[config.mk]
export PLATFORM = sky130hd
export DESIGN_NAME = line_err_inject
export DESIGN_NICKNAME = d
export VERILOG_FILES = /design/src/rtl/lei_pkg.sv /design/src/rtl/lei_oneshot.sv /design/src/rtl/lei_run_tracker.sv /design/src/rtl/lei_polarity.sv /design/src/rtl/line_err_inject.sv
export SDC_FILE = /design/constraint.sdc
export NUM_CORES = 1
export LEC_CHECK = 0
export ABC_AREA = 1
export CAP_MARGIN = 0
export CORE_AREA = 2 2 39 41
export CTS_CLUSTER_DIAMETER = 60
export DETAILED_ROUTE_END_ITERATION = 16
export DIE_AREA = 0 0 41 43
export PLACE_DENSITY = 0.62
export RECOVER_POWER = 100
export SLEW_MARGIN = 20
export SYNTH_ARGS = -nofsm -noshare
export SYNTH_HDL_FRONTEND = slang
export SYNTH_SLANG_ARGS = --single-unit
[constraint.sdc]
create_clock -name clk -period 1.3 [get_ports clk]
set_input_delay 0.13 -clock clk [delete_from_list [all_inputs] [get_ports clk]]
set_output_delay 0.13 -clock clk [all_outputs]
set_load 0.1 [all_outputs]
[src/rtl/lei_pkg.sv]
package lei_pkg;

  // Polarity bit convention: 1 = negative mark, 0 = positive mark.

  // Polarity to transmit for the current mark.
  function automatic logic f_sent_neg(input logic in_neg, input logic swap,
                                      input logic inject, input logic last_neg);
    return inject ? last_neg : (in_neg ^ swap);
  endfunction

  // Rail swap state after this symbol: a violation re-bases the swap so that
  // later encoder marks alternate from the polarity actually sent.
  function automatic logic f_swap_next(input logic in_neg, input logic swap,
                                       input logic inject, input logic last_neg);
    return inject ? (in_neg ^ last_neg) : swap;
  endfunction

  // Map a mark and its polarity onto {pos, neg} rails.
  function automatic logic [1:0] f_rails(input logic mark, input logic neg);
    return {mark & ~neg, mark & neg};
  endfunction

endpackage

[src/rtl/lei_oneshot.sv]
module lei_oneshot (
  input  logic clk,
  input  logic rst_n,
  input  logic req,
  input  logic fire,
  output logic pending
);
  logic req_q;
  logic rise;

  assign rise = req & ~req_q;

  always_ff @(posedge clk) begin
    if (!rst_n) begin
      req_q   <= 1'b0;
      pending <= 1'b0;
    end else begin
      req_q   <= req;
      // An edge while pending is dropped; firing clears the request.
      pending <= pending ? ~fire : rise;
    end
  end
endmodule

[src/rtl/lei_run_tracker.sv]
module lei_run_tracker #(
  parameter int RUN_LEN = 3
) (
  input  logic clk,
  input  logic rst_n,
  input  logic data_in,
  output logic run_met
);
  localparam int CW = (RUN_LEN > 2) ? $clog2(RUN_LEN) : 1;
  localparam logic [CW-1:0] PRIOR = CW'(RUN_LEN - 1);

  logic [CW-1:0] ones_cnt;

  // Current bit is a one and enough ones came just before it.
  assign run_met = data_in & (ones_cnt == PRIOR);

  always_ff @(posedge clk) begin
    if (!rst_n)            ones_cnt <= '0;
    else if (!data_in)     ones_cnt <= '0;
    else if (ones_cnt != PRIOR) ones_cnt <= ones_cnt + 1'b1;
  end
endmodule

[src/rtl/lei_polarity.sv]
module lei_polarity
  import lei_pkg::*;
(
  input  logic clk,
  input  logic rst_n,
  input  logic mark,
  input  logic in_neg,
  input  logic inject,
  output logic sent_neg
);
  logic swap;
  logic last_neg;

  assign sent_neg = f_sent_neg(in_neg, swap, inject, last_neg);

  always_ff @(posedge clk) begin
    if (!rst_n) begin
      swap     <= 1'b0;
      last_neg <= 1'b1;
    end else begin
      swap <= f_swap_next(in_neg, swap, inject, last_neg);
      if (mark) last_neg <= sent_neg;
    end
  end
endmodule

[src/rtl/line_err_inject.sv]
module line_err_inject
  import lei_pkg::*;
#(
  parameter int RUN_LEN = 3,
  parameter int N_REQ   = 2
) (
  input  logic clk,
  input  logic rst_n,
  input  logic pos_in,
  input  logic neg_in,
  input  logic data_in,
  input  logic bpv_req,
  input  logic logic_req,
  output logic pos_out,
  output logic neg_out,
  output logic data_out,
  output logic bpv_done,
  output logic logic_done
);
  localparam int K_BPV = 0;
  localparam int K_LE  = 1;

  logic [N_REQ-1:0] req_v;
  logic [N_REQ-1:0] fire_v;
  logic [N_REQ-1:0] pend_v;

  logic mark;
  logic in_neg;
  logic run_met;
  logic inject;   // violation performed on this symbol
  logic le_fire;  // bit error performed on this symbol
  logic sent_neg;
  logic [1:0] rails;

  assign mark   = pos_in | neg_in;
  assign in_neg = neg_in & ~pos_in;

  assign req_v[K_BPV] = bpv_req;
  assign req_v[K_LE]  = logic_req;

  assign inject  = pend_v[K_BPV] & run_met & mark;
  assign le_fire = pend_v[K_LE];

  assign fire_v[K_BPV] = inject;
  assign fire_v[K_LE]  = le_fire;

  genvar gi;
  generate
    for (gi = 0; gi < N_REQ; gi++) begin : g_arm
      lei_oneshot u_arm (
        .clk     (clk),
        .rst_n   (rst_n),
        .req     (req_v[gi]),
        .fire    (fire_v[gi]),
        .pending (pend_v[gi])
      );
    end
  endgenerate

  lei_run_tracker #(.RUN_LEN(RUN_LEN)) u_run (
    .clk     (clk),
    .rst_n   (rst_n),
    .data_in (data_in),
    .run_met (run_met)
  );

  lei_polarity u_pol (
    .clk      (clk),
    .rst_n    (rst_n),
    .mark     (mark),
    .in_neg   (in_neg),
    .inject   (inject),
    .sent_neg (sent_neg)
  );

  assign rails = f_rails(mark, sent_neg);

  always_ff @(posedge clk) begin
    if (!rst_n) begin
      pos_out    <= 1'b0;
      neg_out    <= 1'b0;
      data_out   <= 1'b0;
      bpv_done   <= 1'b0;
      logic_done <= 1'b0;
    end else begin
      pos_out    <= rails[1];
      neg_out    <= rails[0];
      data_out   <= data_in ^ le_fire;
      bpv_done   <= inject;
      logic_done <= le_fire;
    end
  end
endmodule

Word-level counts from Yosys, hierarchy flattened
Index checks and enable logic that the tools add are counted.
Widths: inputs -> output; s select.
- flip-flop bits (word level): 13
- input port bits: 7
- add/subtract/negate cells: 1
- equality and inequality tests: 2
- muxes and demuxes: 3
- bitwise logic cells: 18
- reductions and logical operators: 1
- operator list (cell ; count):
    $and 1x1->1 ; 8
    $not 1->1 ; 6
    $mux 1 ; 3
    $xor 1x1->1 ; 3
    $add 2x1->2 const B ; 1
    $eq 2x2->1 const B ; 1
    $ne 2x2->1 const B ; 1
    $reduce_and 2->1 ; 1
    $or 1x1->1 ; 1

Logic depth before layout (Yosys ltp)
Gate-level depths: netlist of the first run.
- depth after elaboration: 7
- mapped depth: 9
- depth with buffers taken out: 9

By module
From an unflattened synthesis of the first run, not the netlist that was laid out.
- cells, all modules: 79
- area, all modules: 548.0 um^2
- modules (own cells, without submodules) (module ; times used ; cells an instance ; area each (um^2) ; sequential area each (um^2)):
    line_err_inject ; 1 ; 22 ; 170.2 ; 100.1
    lei_oneshot ; 2 ; 10 ; 75.1 ; 40.0
    lei_polarity ; 1 ; 20 ; 122.6 ; 40.0
    lei_run_tracker ; 1 ; 17 ; 105.1 ; 40.0

Least setup slack after synthesis of the first run
No wires, ideal clock.
- path type: register -> register
- start point: reg u_run.ones_cnt[0]
- end point: reg u_pol.last_neg
- library setup time: 0.109 ns
- arrival time: 0.974 ns
- slack: 0.217 ns
- stages on the path, launching flop included: 10
- path buffers: 0
- period minus slack after synthesis: 1.083 ns
- path through: dfxtp_1 > inv_1 > ha_1 > nand2_1 > nor2_2 > nand2_2 > nand2_2 > nand3_2 > nand2_1 > inv_1
- word-level cells in the longest chain between the ends: 5
- RTL lines (element ; line ; text):
    start, declared ; lei_run_tracker.sv:12 ; logic [CW-1:0] ones_cnt;
    start signal, assigned ; lei_run_tracker.sv:20 ; else if (ones_cnt != PRIOR) ones_cnt <= ones_cnt + 1'b1;
    $eq 2x2->1 ; lei_run_tracker.sv:15 ; assign run_met = data_in & (ones_cnt == PRIOR);
    $and 1x1->1 ; lei_run_tracker.sv:15 ;
    $and 1x1->1 (2 in series) ; line_err_inject.sv:41 ; assign inject = pend_v[K_BPV] & run_met & mark;
    $mux 1 ; lei_pkg.sv:8 ; return inject ? last_neg : (in_neg ^ swap);
    end signal, assigned ; lei_polarity.sv:22 ; if (mark) last_neg <= sent_neg;
    end, declared ; lei_polarity.sv:12 ; logic last_neg;
Every way passes these cells.
A chain may end at the register's enable or synchronous reset.

Worst setup path in the final report of the first run
Same ends and word-level chain as after synthesis.

==> summary.txt, run 1 <==
STA
  • Fin crit period: 1.15 ns
  • Slew headroom: 67.7%
  • Slew Viols, Final: 0
  • Worst Tran Pin Value: 0.488 ns
  • Final Hold Viols: 0
  • RSZ-0062 raised after global routing: no
  • Final setup vio count: 0
  • Final Cycle Share: 88.7%
  • Setup TNS: 0 ns
  • Max frequency: 867 MHz
  • Final Skew: 0.00105 ns

Synth
  • Seq/Total Area, Yosys: 51.2%
  • Syn nets: 71
  • Warnings from Yosys: 0
  • Yosys top cell area share: 51.2%
  • Synth area leaders: dfxtp_1 51%, inv_1 10%, nand2_1 9.6%
  • Mean post-synth cell area: 8.06 um^2
  • Post-Syn Area: 508 um^2
  • Seq cells post-synth: 13
  • Post-synth top area cell: dfxtp_1
  • Netlist cell types: 17
  • Post-Synthesis Cells: 63

Critical path
  • Slowest CP cell: dfxtp_1
  • Crit path buffers/inverters: 2
  • Worst path depth: 9
  • Delay-heaviest family, CP: simple AND/OR/NAND/NOR gates
  • Critical Path Source: u_run.ones_cnt[0]
  • Sequence of cells on the critical path: inv_2, ha_4, nand2_1, nor2_2, nand2_2, nand2_2, nand3_2, nand2_1, inv_1
  • Arrival time at the worst endpoint: 1.33 ns
  • Data required, critical path: 1.48 ns
  • Reg2reg start: u_run.ones_cnt[0]
  • R2R depth: 9
  • Slowest stage delay, CP: 0.33 ns
  • Worst Path Max Fanout: 3
  • Endpoint type of the worst setup path: flop
  • Worst Setup Start Kind: flop
  • CP Class: reg -> reg

Global routing
  • GRT Residual Overflow: 0
  • First-pass GRT wire length: 1360 um
  • Pin count of the biggest net entering global routing: 8
  • Initial antenna violation count: 0
  • Vias in the first global route: 343
  • Overall routing resource usage: 12.3%

Floorplan
  • Die Height: 43 um
  • I/O pins: 12
  • Die area: 1760 um^2
  • Core Region: 1380 um^2
  • Row cnt: 14
  • Die width: 41 um
  • Initial core utilization: 36.7%

Drt
  • ANT nets after route: 0
  • Residual DRC count: 0
  • Drt first-iter violations: 12
  • Wirelength, routed: 815 um
  • DR vias/cell: 4.34
  • Via count: 417
  • Drt pass-1 iters: 4
  • Drt wl/cell: 8.49 um

Final layout
  • Layout cell share with drive strength beyond 1: 22.5%
  • Fin cells: 96
  • Area delta synth->final: 30.0%
  • Fillers: 143
  • Inserted Diodes: 0
  • Fin nets: 89

Min path
  • Worst Hold Class: reg -> reg
  • Worst hold path depth: 1
  • Min-delay src: g_arm[1].u_arm.req_q

Place
  • Placed Cells incl. Taps: 92
  • Port Buffers: 11
  • Post-detail-place hpwl: 641 um
  • GPL Wtd Cong: 0.727

CTS
  • Worst-path clk slew: 0.08 ns
  • Hold_buf cts: 0
  • Post-CTS Setup Repair Bufs: 0
  • Skew-Pair Late Insertion Delay: 0.27 ns
  • CTS Buf Count: 3
  • Post-cts sizing count: 0
  • Root Buffer: clkbuf_4
  • CTS tree: yes
  • Max Root-Sink Buffers: 2
  • H-Tree Level Count: 1
  • CTS Sinks: 13

Power
  • Total Power: 818 uW
  • Leak: 0.000329 uW
  • PwrDens: 1240 nW/um^2
  • Worst IR drop on VDD: 451 uV

Status
  • Outcome: finished clean

Job
  • Max cap viols: 0
==> power by group <==
part           switching (uW)  internal (uW)
registers                9.18            419
logic                    97.7           45.9
clock network             127            119
==> Yosys cell counts (all sizes together) <==
cell,number
nand2,15
ha,1
a211oi,1
dfxtp,13
xnor2,1
nor3,1
inv,15
nand3,4
o21ai,1
xor2,1
a21oi,3
nor2,7
==> per-layer routing <==
| metal | global-route usage [%] | part of all wire [%] |
|---|---|---|
| met3 | 4.71 | 6.5 |
| met5 | 0 | 0 |
| met4 | 12.0 | 3.2 |
| met2 | 15.6 | 47 |
| met1 | 14.9 | 43 |
==> through the flow <==
stage	setup WS (ns)	hold WS (ns)	utilization (%)	area, um^2
after floorplan	0.217	0.223	-	508
after global placement	0.0716	0.379	50.8	703
after detailed placement	0.0440	0.387	50.8	703
after CTS	0.101	0.399	52.7	729
after global routing	0.0127	0.410	47.7	661
final	0.147	0.395	47.7	661
==> state kept, by name (all words and copies together) (netlist names) <==
signal and count:
data_out 1, u_pol.swap 1, g_arm.u_arm.pending 2, neg_out 1
bpv_done 1, logic_done 1, u_pol.last_neg 1, u_run.ones_cnt 2
pos_out 1, g_arm.u_arm.req_q 2
==> cells by family (layout without fill, tap and decap cells) <==
group,count (synthesis),count (layout),synth area share (%)
compound gates,5,5,6.16
xor+xnor,2,2,3.45
fa+ha+maj,1,1,2.46
buf+inv,15,32,11.1
flops,13,13,51.2
simple gates,27,27,25.6
==> layout by cell type (no fill, tap or decap), types with 2 or more instances in the layout <==
cell type and n:
nand2_1 13, a21oi_1 3, clkdlybuf4s50_1 4, nor2_1 5, dfxtp_1 13, clkbuf_1 2, dlygate4sd3_1 2, inv_2 2
clkbuf_4 3, nand3_1 3, buf_2 5, nand2_2 2, inv_1 13
==> area by class of cell <==
type / instances / area, um^2 / area share [%]
multi-input combinational: 35 / 201 / 30.5
sequential: 13 / 260 / 39.4
tap: 16 / 20.0 / 3.03
inverter: 15 / 56.3 / 8.52
timing repair buffer: 13 / 96.3 / 14.6
clock buffer: 4 / 26.3 / 3.98
==> final timing paths <==
path / slack [ns] / end
max reg2reg: 0.15 / u_pol.last_neg
min: 0.40 / g_arm[1].u_arm.pending
min reg2reg: 0.40 / g_arm[1].u_arm.pending
max: 0.15 / u_pol.last_neg
No activity file was read; power rests on OpenSTA's default activity.
==> inputs of run 2 (changes only) <==
- RECOVER_POWER: 100 -> 50
==> summary.txt, run 2 (same netlist as run 1, synthesis figures left out) <==
Place
  • Post-detail-place hpwl: 641 um (unchanged)
  • Port Buffers: 11 (unchanged)
  • Placed Cells incl. Taps: 92 (unchanged)
  • GPL Wtd Cong: 0.727 (unchanged)

Status
  • Outcome: finished clean

STA
  • Worst Tran Pin Value: 0.488 ns (unchanged)
  • Hold_ws: 0.395 ns (-0.000104 ns)
  • Final Skew: 0.00133 ns (+0.000284 ns)
  • Slew Viols, Final: 0 (unchanged)
  • RSZ-0062 raised after global routing: no
  • Max frequency: 864 MHz (-0.36%)
  • Fin crit period: 1.16 ns (+0.00422 ns)
  • Slew headroom: 67.7% (unchanged)
  • Setup TNS: 0 ns (unchanged)
  • Final Cycle Share: 89.0% (+0.32 points)
  • Final Hold Viols: 0 (unchanged)
  • Final setup vio count: 0 (unchanged)

Power
  • Worst IR drop on VDD: 450 uV (about the same)
  • Sw frac: 28.4% (-0.19 points)
  • PwrDens: 1170 nW/um^2 (-5.8%)
  • Reg power frac: 52.1% (-0.3 points)
  • Combinational share of power: 18.3% (+0.7 points)
  • Power Internal: 592 uW (+1.4%)
  • Leak: 0.000337 uW (+2.6%)
  • Clock power share: 29.6% (-0.5 points)
  • Switching power: 235 uW (+0.47%)

CTS
  • Root Buffer: clkbuf_4
  • Hold_buf cts: 0 (unchanged)
  • H-Tree Level Count: 1 (unchanged)
  • CTS Sinks: 13 (unchanged)
  • Post-CTS Setup Repair Bufs: 0 (unchanged)
  • Max Root-Sink Buffers: 2 (unchanged)
  • CTS Buf Count: 3 (unchanged)
  • Skew-Pair Late Insertion Delay: 0.27 ns (about the same)
  • Post-cts sizing count: 0 (unchanged)
  • Worst-path clk slew: 0.08 ns (about the same)
  • CTS tree: yes

Final layout
  • Fin nets: 89 (unchanged)
  • Multi-input gate area: 204 um^2 (+1.2%)
  • Fillers: 135 (-5.6%)
  • Inserted Diodes: 0 (unchanged)
  • Regs by FF count: g_arm.u_arm.pending (2), g_arm.u_arm.req_q (2), u_run.ones_cnt (2)
  • Seq. cell area: 262 um^2 (+0.48%)
  • Layout cell share with drive strength beyond 1: 25.0% (+2.5 points)
  • Core Util, Final: 51.3% (+3.5 points)
  • Fin cells: 96 (unchanged)
  • Most frequent cells in the layout: 13 x inv_1, 13 x nand2_1, 12 x dfxtp_1, 4 x nor2_1, 4 x clkdlybuf4s50_1
  • Area delta synth->final: 39.7%

Critical path
  • Worst Setup Start Kind: flop
  • Endpoint type of the worst setup path: flop
  • Worst Path Max Fanout: 3 (unchanged)
  • Slowest CP cell: dfxtp_2
  • Arrival time at the worst endpoint: 1.33 ns (about the same)
  • Sequence of cells on the critical path: inv_2, ha_4, nand2_1, nor2_2, nand2_2, nand2_2, nand3_2, nand2_1, inv_1
  • CP Class: reg -> reg
  • Slowest stage delay, CP: 0.33 ns (about the same)
  • Data required, critical path: 1.48 ns (about the same)

Floorplan
  • Die Height: 43 um (unchanged)
  • Die area: 1760 um^2 (unchanged)
  • Core Region: 1380 um^2 (unchanged)
  • I/O pins: 12 (unchanged)
  • Row cnt: 14 (unchanged)
  • Initial core utilization: 36.7% (unchanged)
  • Die width: 41 um (unchanged)

Drt
  • Via count: 418 (+0.24%)
  • Wirelength, routed: 802 um (-1.6%)
  • DR vias/cell: 4.35 (+0.24%)
  • Drt pass-1 iters: 4 (unchanged)
  • Drt wl/cell: 8.35 um (-1.6%)
  • Residual DRC count: 0 (unchanged)
  • ANT nets after route: 0 (unchanged)
  • Drt first-iter violations: 19 (+7)

Global routing
  • Overall routing resource usage: 12.3% (unchanged)
  • Vias in the first global route: 343 (unchanged)
  • Pin count of the biggest net entering global routing: 8 (unchanged)
  • GRT Residual Overflow: 0 (unchanged)
  • Initial antenna violation count: 0 (unchanged)
  • First-pass GRT wire length: 1360 um (unchanged)

Min path
  • Worst Hold Class: reg -> reg

Job
  • Max cap viols: 0 (unchanged)
## run 2: through the flow
step,area (um^2),total power [uW],worst slack [ns]
floorplan,508,536,0.217
global placement,703,604,0.0716
detailed placement,703,607,0.0440
CTS,729,853,0.101
global route,709,877,0.0225
finish,709,827,0.143
## run 2: worst max-delay path, delay by kind of cell (launching register included)
family                     cells  cell delay [ns]
buffers and inverters          2             0.10
and+or+nand+nor                6             0.47
adders and majority gates      1             0.14
DFF                            1             0.33
## run 2: area by class of cell
cell class | instances | area share [%]
Inverter | 15 | 7.94
Sequential cell | 13 | 36.9
Timing Repair Buffer | 13 | 19.9
Clock buffer | 4 | 3.70
Tap cell | 16 | 2.82
Multi-Input combinational cell | 35 | 28.7
## run 2: path summary, 6_finish.rpt
| path | from | endpoint | slack (ns) | depth (start not counted) |
|---|---|---|---|---|
| min | g_arm[1].u_arm.req_q | g_arm[1].u_arm.pending | 0.40 | 1 |
| min reg2reg | g_arm[1].u_arm.req_q | g_arm[1].u_arm.pending | 0.40 | 1 |
| max reg2reg | u_run.ones_cnt[0] | u_pol.last_neg | 0.14 | 9 |
| max | u_run.ones_cnt[0] | u_pol.last_neg | 0.14 | 9 |
## run 2: power by group through the flow
stage | Combinational [uW] | Sequential, uW | Clock [uW]
floorplan | 46.0 | 490 | 0
global placement | 163 | 441 | 0
detailed placement | 166 | 442 | 0
CTS | 166 | 432 | 255
global route | 165 | 433 | 279
finish | 151 | 431 | 245
## run 2: per-layer routing
metal,track usage (%),up-vias,wire [um]
li1,-,223,-
met2,15.6,10,383
met4,12.0,0,26
met5,0,-,0
met3,4.71,4,38
met1,14.9,181,353
